[src/rtl/vseq_pkg.sv]
package vseq_pkg;
    localparam int REG_BYTES = 8;
    localparam int OFF_W     = 3;

    typedef enum logic [1:0] {
        EW_FULL = 2'b00,
        EW_32   = 2'b01,
        EW_16   = 2'b10,
        EW_8    = 2'b11
    } ew_e;

    typedef enum logic [2:0] {
        PM_ALL     = 3'b000,
        PM_ONE     = 3'b001,
        PM_A_SET   = 3'b010,
        PM_A_CLR   = 3'b011,
        PM_B_SET   = 3'b100,
        PM_B_CLR   = 3'b101,
        PM_C_SET   = 3'b110,
        PM_C_CLR   = 3'b111
    } pmode_e;
endpackage

[src/rtl/vseq_pred.sv]
module vseq_pred #(
    parameter int DATA_W = 64,
    parameter int IDX_W  = 7
) (
    input  logic [2:0]        mode,
    input  logic [DATA_W-1:0] src,
    input  logic [IDX_W-1:0]  idx,
    output logic              pred
);
    localparam int SEL_W = $clog2(DATA_W);

    logic in_range;
    logic bit_hit;

    always_comb begin
        in_range = (32'(idx) < DATA_W);
        bit_hit  = in_range ? src[idx[SEL_W-1:0]] : 1'b0;
        case (mode)
            vseq_pkg::PM_ALL: pred = 1'b1;
            vseq_pkg::PM_ONE: pred = (src == DATA_W'(idx));
            default:          pred = bit_hit ^ mode[0];
        endcase
    end
endmodule

[src/rtl/vseq_place.sv]
module vseq_place #(
    parameter int IDX_W  = 7,
    parameter int RIDX_W = 7,
    parameter int OFF_W  = 3
) (
    input  logic [IDX_W-1:0]  idx,
    input  logic [RIDX_W-1:0] base,
    input  logic [1:0]        ew,
    output logic [RIDX_W-1:0] reg_o,
    output logic [OFF_W-1:0]  off_o
);
    localparam int POS_W = IDX_W + OFF_W;

    logic [1:0]       shamt;
    logic [POS_W-1:0] pos;

    always_comb begin
        shamt = 2'd3 - ew;
        pos   = POS_W'(idx) << shamt;
        reg_o = base + RIDX_W'(pos >> OFF_W);
        off_o = pos[OFF_W-1:0];
    end
endmodule

[src/rtl/vseq_byte_en.sv]
module vseq_byte_en #(
    parameter int NBYTES = 8,
    parameter int OFF_W  = 3
) (
    input  logic              pred,
    input  logic [1:0]        ew,
    input  logic [OFF_W-1:0]  off,
    output logic [NBYTES-1:0] be
);
    logic [OFF_W:0] wbytes;

    assign wbytes = (OFF_W + 1)'(NBYTES >> ew);

    for (genvar b = 0; b < NBYTES; b++) begin : g_lane
        assign be[b] = pred && (32'(b) >= 32'(off)) &&
                       (32'(b) < 32'(off) + 32'(wbytes));
    end
endmodule

[src/rtl/vec_elem_seq.sv]
module vec_elem_seq #(
    parameter int DATA_W = 64,
    parameter int IDX_W  = 7,
    parameter int RIDX_W = 7
) (
    input  logic              clk,
    input  logic              rst_n,
    input  logic              start,
    input  logic [IDX_W-1:0]  vl,
    input  logic [RIDX_W-1:0] base_reg,
    input  logic [1:0]        ew_code,
    input  logic [2:0]        mask_mode,
    input  logic [DATA_W-1:0] mask_r3,
    input  logic [DATA_W-1:0] mask_r10,
    input  logic [DATA_W-1:0] mask_r30,
    output logic              elem_valid,
    output logic [RIDX_W-1:0] elem_reg,
    output logic [DATA_W/8-1:0] elem_byte_en,
    output logic [IDX_W-1:0]  elem_idx,
    output logic              done
);
    localparam int NBYTES = DATA_W / 8;
    localparam int OFF_W  = $clog2(NBYTES);

    typedef struct packed {
        logic              busy;
        logic              done;
        logic [IDX_W-1:0]  idx;
        logic [IDX_W-1:0]  vl;
        logic [RIDX_W-1:0] base;
        logic [1:0]        ew;
        logic [2:0]        mode;
        logic [DATA_W-1:0] src;
    } st_t;

    st_t st_d, st_q;

    logic              pred;
    logic [OFF_W-1:0]  off;

    always_comb begin
        st_d      = st_q;
        st_d.done = 1'b0;
        if (st_q.busy) begin
            if (st_q.idx == st_q.vl - IDX_W'(1)) begin
                st_d.busy = 1'b0;
                st_d.done = 1'b1;
            end else begin
                st_d.idx = st_q.idx + IDX_W'(1);
            end
        end else if (start) begin
            st_d.idx  = '0;
            st_d.vl   = vl;
            st_d.base = base_reg;
            st_d.ew   = ew_code;
            st_d.mode = mask_mode;
            case (mask_mode[2:1])
                2'b10:   st_d.src = mask_r10;
                2'b11:   st_d.src = mask_r30;
                default: st_d.src = mask_r3;
            endcase
            if (vl == '0) st_d.done = 1'b1;
            else          st_d.busy = 1'b1;
        end
    end

    always_ff @(posedge clk or negedge rst_n) begin
        if (!rst_n) st_q <= '0;
        else        st_q <= st_d;
    end

    vseq_pred #(.DATA_W(DATA_W), .IDX_W(IDX_W)) u_pred (
        .mode (st_q.mode),
        .src  (st_q.src),
        .idx  (st_q.idx),
        .pred (pred)
    );

    vseq_place #(.IDX_W(IDX_W), .RIDX_W(RIDX_W), .OFF_W(OFF_W)) u_place (
        .idx   (st_q.idx),
        .base  (st_q.base),
        .ew    (st_q.ew),
        .reg_o (elem_reg),
        .off_o (off)
    );

    vseq_byte_en #(.NBYTES(NBYTES), .OFF_W(OFF_W)) u_be (
        .pred (pred && st_q.busy),
        .ew   (st_q.ew),
        .off  (off),
        .be   (elem_byte_en)
    );

    assign elem_valid = st_q.busy;
    assign elem_idx   = st_q.idx;
    assign done       = st_q.done;
endmodule

[config.mk]
export PLATFORM = sky130hd
export DESIGN_NAME = vec_elem_seq
export DESIGN_NICKNAME = d
export VERILOG_FILES = /design/src/rtl/vseq_pkg.sv /design/src/rtl/vseq_pred.sv /design/src/rtl/vseq_place.sv /design/src/rtl/vseq_byte_en.sv /design/src/rtl/vec_elem_seq.sv
export SDC_FILE = /design/constraint.sdc
export NUM_CORES = 1
export LEC_CHECK = 0
export CAP_MARGIN = 5
export CORE_MARGIN = 1.5
export CORE_UTILIZATION = 49
export CTS_CLUSTER_SIZE = 16
export DETAILED_ROUTE_END_ITERATION = 8
export PLACE_DENSITY = 0.86
export SYNTH_ARGS = -nofsm -noshare
export SYNTH_HDL_FRONTEND = slang
export SYNTH_SLANG_ARGS = --single-unit
[constraint.sdc]
create_clock -name clk -period 4.4 [get_ports clk]
set_input_delay 0.44 -clock clk [delete_from_list [all_inputs] [get_ports clk]]
set_output_delay 0.44 -clock clk [all_outputs]
set_load 0.005 [all_outputs]
==> reports/results.ini, run 1 <==
[pwr]
sw_frac_of_total_pct = 40.8
pwr-share-clk_pct = 13.4
p_int_w = 0.00334
power.density_nw_per_um2 = 611
combPwrFrac_pct = 55.5
seqPwrFrac_pct = 31.1
p_leak_nw = 4.04
ir_drop_mv = 0.308
netSwitchingPower_w = 0.00230

[final_layout]
drive_gt1_share_pct = 8.19
layout_commonest_cell = clkdlybuf4s50_1
postLayoutCellArea_um2 = 9220
fin_cells = 1116
final_nets = 1161
final_cell_mix = clkdlybuf4s50_1 (234), nand2_1 (151), o21ai_0 (137)
antenna_cells = 0
area_delta_synth_final_pct = 40.1

[worst_setup_path]
path_cells = nand2_1 -> mux2_2 -> inv_1 -> ha_1 -> or3_1 -> a221oi_2 -> a21oi_1 -> nand4_1 -> mux2i_1 -> clkdlybuf4s50_1
rrSetupSlack_ns = 1.56
crit_fanout = 18
r2r_cells = 7
cp_slowest_cell = dfrtp_1
critPathLaunchType = flop
cp.arrival_ns = 3.66
timing.rr.start = elem_idx[2]
max_stage_delay_ns = 0.86
cp_top_family = flip-flops
cp_data_required_time_ns = 3.96
end_kind = primary output
path_buf_inv = 2
worstSetupPathType = flop to primary output
timing.rr.end = elem_idx[4]

[clocking]
h-tree-depth = 3
cts_tree = built
cts.repair.resized = 0
cts_sinks = 92
clk_path_buf_depth = 2
cts_root_buf = clkbuf_16
cts_buffers = 9
clkSlewWorstSetupHoldPaths_ns = 0.07
postCtsSetupBuffers = 0
clock_latency_ns = 0.34
cts_hold_buffers = 0

[sta]
setup_tns_ns = 0
finalHoldViolations = 0
tightest_slew_ns = 1.06
rsz0062_at_grt = no
timing.fmax_mhz = 244
skew_ns = 0.00756
fin_ws_ns = 0.298
drv_slew = 0
slew_headroom_pct = 29.2
fin_crit_sh_pct = 93.2
finalSetupViolCount = 0
fin_crit_ns = 4.10

[logic_synthesis]
ys_warn_count = 0
ys_ff_latch = 92
synthCells = 742
yosysSeqAreaShare_pct = 35.0
ys.flop_type = dfrtp_1
yosys.area.top_type = dfrtp_1
synth.avg_cell_area_um2 = 8.87
synth_cell_types = 64
synth_nets = 968
synth_area_leaders = dfrtp_1 (35%), mux2i_1 (11%), o21ai_0 (10%)
async_flop_share_pct = 100
synthesis.area_um2 = 6580
synth_edf_count = 0
synth_top_cell_area_share_pct = 35.0

[routing]
drt_iter0_markers = 531
drt-total-wl_mm = 18.1
drt_first_pass_iters = 5
viasPerCell = 5.54
vias = 6185
ant_nets = 0
post_drt_wl_per_cell_um = 16.2
drcViolationCount = 0

[place]
place_area_um2 = 8930
place_ws_ns = 0.687
port_buffers = 237
dp_hpwl_mm = 13.4
gp_congestion = 0.892
dp_cells = 1100

[die]
fp-row-count = 42
dieArea_um2 = 14100
die_y_um = 119
fp.coreArea_um2 = 13200
die-width_um = 119
pin_count = 238
initial_utilization_pct = 49.9

[status]
status = finished, final reports clean

[grt]
grt_remaining_overflow = 0
grtUsageTotal_pct = 26.1
grt_pass1_vias = 6152
grt_start_max_net_pins = 130
grt_pass1_wl_mm = 29.7
antenna_found_initial = 0

[min_path]
hold_path_class = primary input to asynchronous set/reset pin

[run]
drv_cap = 0

cell families after synthesis:
| family | share of synthesized area (%) |
|---|---|
| XOR/XNOR | 2.79 |
| AND/OR/NAND/NOR | 15.4 |
| multiplexers | 20.2 |
| buffers and inverters | 5.82 |
| flip-flops | 35.0 |
| AO/OA/AOI/OAI | 18.4 |
| adder cells (fa/ha/maj) | 2.39 |
per-layer routing:
layer | up-vias | GRT usage, % | wire length [um]
met5 | - | 0 | 0
met4 | 0 | 7.30 | 313
met3 | 31 | 5.08 | 1070
met2 | 253 | 46.7 | 9230
met1 | 2877 | 32.1 | 7460
li1 | 3024 | - | -
cell usage after synthesis, types with 2 or more instances:
library cell	n
xor2_1	13
nand3b_1	2
a31oi_1	2
ha_1	11
and2_1	5
a21oi_1	21
or4_1	2
nand2b_1	6
nor3_1	6
clkbuf_1	39
inv_1	17
o21bai_1	3
buf_4	9
o21ai_0	137
nand2_1	151
mux4_1	4
buf_6	5
mux2_2	23
nor3b_1	3
mux4_2	11
xnor2_1	8
buf_1	8
nand3_1	7
nand4_1	4
a21o_1	4
dfrtp_1	92
nor4_1	16
o41ai_2	2
and3_1	2
mux2i_1	72
o21a_1	2
nor2_1	14
nor2b_1	4
buf_2	3
a211o_1	5
worst max-delay path by stage:
stage / startpoint / endpoint / depth (start not counted)
finish: elem_idx[0] / elem_byte_en[2] / 10
global route: elem_idx[0] / elem_byte_en[2] / 10
CTS: elem_idx[0] / elem_byte_en[2] / 10
detailed placement: elem_idx[0] / elem_byte_en[2] / 10
global placement: elem_idx[0] / elem_byte_en[2] / 10
floorplan: elem_idx[0] / elem_byte_en[2] / 12
cell type report:
cell class	instances	area, um^2
Clock buffer	9	225
Clock inverter	7	67.6
Fill cell	1022	3970
Inverter	18	67.6
Multi-Input combinational cell	568	3910
Sequential cell	92	2300
Tap cell	176	220
Timing Repair Buffer	246	2430
power by group through the flow:
stage / combinational (W) / clock [W] / sequential, W
3_3_place_gp: 0.00302 / 0 / 0.00171
4_1_cts: 0.00313 / 0.000769 / 0.00173
2_1_floorplan: 0.00221 / 0 / 0.00151
5_1_grt: 0.00346 / 0.000810 / 0.00181
6_report: 0.00313 / 0.000753 / 0.00175
3_5_place_dp: 0.00310 / 0 / 0.00174
sequential cells by signal (all words and copies together), names as in the netlist:
name and cells:
done 1, elem_idx 7, elem_valid 1, st_q 83
through the flow:
stage	util [%]	hold WS, ns	total power (W)
floorplan	-	0.144	0.00373
global placement	67.7	0.485	0.00473
detailed placement	67.7	0.493	0.00484
CTS	69.9	0.155	0.00564
global route	69.9	0.175	0.00607
finish	69.9	0.126	0.00563
(Power assumes the default switching activity.)
==> run 2, diff against run 1 <==
--- a/config.mk
+++ b/config.mk
@@ -11,6 +11,7 @@
 export CTS_CLUSTER_SIZE = 16
 export DETAILED_ROUTE_END_ITERATION = 8
 export PLACE_DENSITY = 0.86
+export SKIP_LAST_GASP = 1
 export SYNTH_ARGS = -nofsm -noshare
 export SYNTH_HDL_FRONTEND = slang
 export SYNTH_SLANG_ARGS = --single-unit
==> results of run 2 <==
The final DEF is identical to that of run 1; final timing and power are the same.
==> run 3, diff against run 2 <==
--- a/config.mk
+++ b/config.mk
@@ -12,6 +12,8 @@
 export DETAILED_ROUTE_END_ITERATION = 8
 export PLACE_DENSITY = 0.86
 export SKIP_LAST_GASP = 1
+export SLEW_MARGIN = 20
 export SYNTH_ARGS = -nofsm -noshare
 export SYNTH_HDL_FRONTEND = slang
 export SYNTH_SLANG_ARGS = --single-unit
+export TNS_END_PERCENT = 30
==> run 3 against run 2 <==
Combinational power barely moved; first-iteration DRC count shrank 4.9%; fmax is essentially flat; critical path depth unchanged; routed wire length down 0.17%; critical path type unchanged; largest power group unchanged.
==> reports/results.ini, run 3 (synthesized netlist as in run 1, its figures left out) <==
[status]
status = finished, final reports clean

[final_layout]
area_delta_synth_final_pct = 40.5
final_cell_mix = clkdlybuf4s50_1 (234), nand2_1 (151), o21ai_0 (137)
largest_reg_flops = 83
drive_gt1_share_pct = 8.29
fin_util_pct = 70.1
fill_cells = 1018
final_nets = 1162
layout_commonest_cell = clkdlybuf4s50_1
fin_cells = 1117
antenna_cells = 0
largest-register = st_q

[die]
pin_count = 238
dieArea_um2 = 14100
fp-row-count = 42
fp.coreArea_um2 = 13200
die-width_um = 119
die_y_um = 119
initial_utilization_pct = 49.9

[worst_setup_path]
cp.depth = 10
end_kind = primary output
cp.arrival_ns = 3.66
max_stage_delay_ns = 0.85
path_buf_inv = 2
critPathLaunchType = flop
timing.rr.end = elem_idx[2]
cp_top_family = flip-flops
cp_slowest_cell = dfrtp_1
path_cells = nand2_1 -> mux2_2 -> inv_1 -> ha_1 -> or3_1 -> a221oi_2 -> a21oi_1 -> nand4_1 -> mux2i_1 -> clkdlybuf4s50_1
crit_fanout = 18
timing.rr.start = elem_idx[2]
r2r_cells = 7
rrSetupSlack_ns = 1.55
cp_data_required_time_ns = 3.96
worstSetupPathType = flop to primary output

[min_path]
hold_path_class = primary input to asynchronous set/reset pin

[sta]
rsz0062_at_grt = no
drv_slew = 0
finalHoldViolations = 0
holdWs_ns = 0.120
slew_headroom_pct = 29.1
fin_crit_sh_pct = 93.3
finalSetupViolCount = 0
timing.fmax_mhz = 244
tightest_slew_ns = 1.06
fin_crit_ns = 4.10
setup_tns_ns = 0
skew_ns = 0.00969

[routing]
ant_nets = 0
drcViolationCount = 0
drt_first_pass_iters = 5
drt_iter0_markers = 505
drt-total-wl_mm = 18.1
post_drt_wl_per_cell_um = 16.2
viasPerCell = 5.58
vias = 6235

[clocking]
cts_hold_buffers = 0
clk_path_buf_depth = 2
clock_latency_ns = 0.35
postCtsSetupBuffers = 0
cts_sinks = 92
h-tree-depth = 3
cts.repair.resized = 0
clkSlewWorstSetupHoldPaths_ns = 0.07
cts_tree = built
cts_root_buf = clkbuf_16
cts_buffers = 9

[pwr]
ir_drop_mv = 0.310
seqPwrFrac_pct = 31.0
sw_frac_of_total_pct = 40.7
netSwitchingPower_w = 0.00230
p_total_w = 0.00565
pwr-share-clk_pct = 13.4
power.density_nw_per_um2 = 611
p_int_w = 0.00335
p_leak_nw = 4.05
combPwrFrac_pct = 55.6

[grt]
antenna_found_initial = 0
grt_remaining_overflow = 0
grt_pass1_vias = 6152
grt_start_max_net_pins = 130
grtUsageTotal_pct = 26.1
grt_pass1_wl_mm = 29.7

[place]
dp_cells = 1100
dp_hpwl_mm = 13.4
gp_congestion = 0.892
port_buffers = 237

[run]
drv_cap = 0

## run 3: cell count changes in the layout (fill, tap and decap cells not counted)
| cell | previous run | this run |
|---|---|---|
| buf_16 | 0 | 1 |
## run 3: power by group through the flow
stage	Sequential, W	Combinational, W	Clock, W
2_1_floorplan	0.00151	0.00221	0
3_3_place_gp	0.00171	0.00302	0
3_5_place_dp	0.00174	0.00310	0
4_1_cts	0.00173	0.00313	0.000769
5_1_grt	0.00180	0.00347	0.000810
6_report	0.00175	0.00314	0.000756
## run 3: per-stage QoR
step | worst slack (ns) | instance area (um^2)
6_report | 0.296 | 9250
5_1_grt | 0.0425 | 9250
3_5_place_dp | 0.687 | 8930
2_1_floorplan | 1.24 | 6580
3_3_place_gp | 0.724 | 8930
4_1_cts | 0.321 | 9220
## run 3: layout make-up
type	count	area (um^2)	area share, %
Timing Repair Buffer	247	2460	26.6
Sequential cell	92	2300	24.9
Inverter	18	67.6	0.731
Clock inverter	7	67.6	0.731
Multi-Input combinational cell	568	3910	42.2
Tap cell	176	220	2.38
Clock buffer	9	225	2.44
## run 3: worst max path at each step
| stage | startpoint | endpoint | slack, ns |
|---|---|---|---|
| after floorplan | elem_idx[0] | elem_byte_en[2] | 1.24 |
| after global placement | elem_idx[0] | elem_byte_en[2] | 0.72 |
| after detailed placement | elem_idx[0] | elem_byte_en[2] | 0.69 |
| after CTS | elem_idx[0] | elem_byte_en[2] | 0.32 |
| after global routing | elem_idx[0] | elem_byte_en[2] | 0.04 |
| final | elem_idx[0] | elem_byte_en[2] | 0.30 |
## run 3: routing by layer
metal / global-route usage, % / vias to the layer above / wire length, um
li1: - / 3025 / -
met1: 32.1 / 2910 / 7350
met2: 46.7 / 263 / 9270
met3: 5.08 / 37 / 1090
met4: 7.30 / 0 / 341
met5: 0 / - / 0
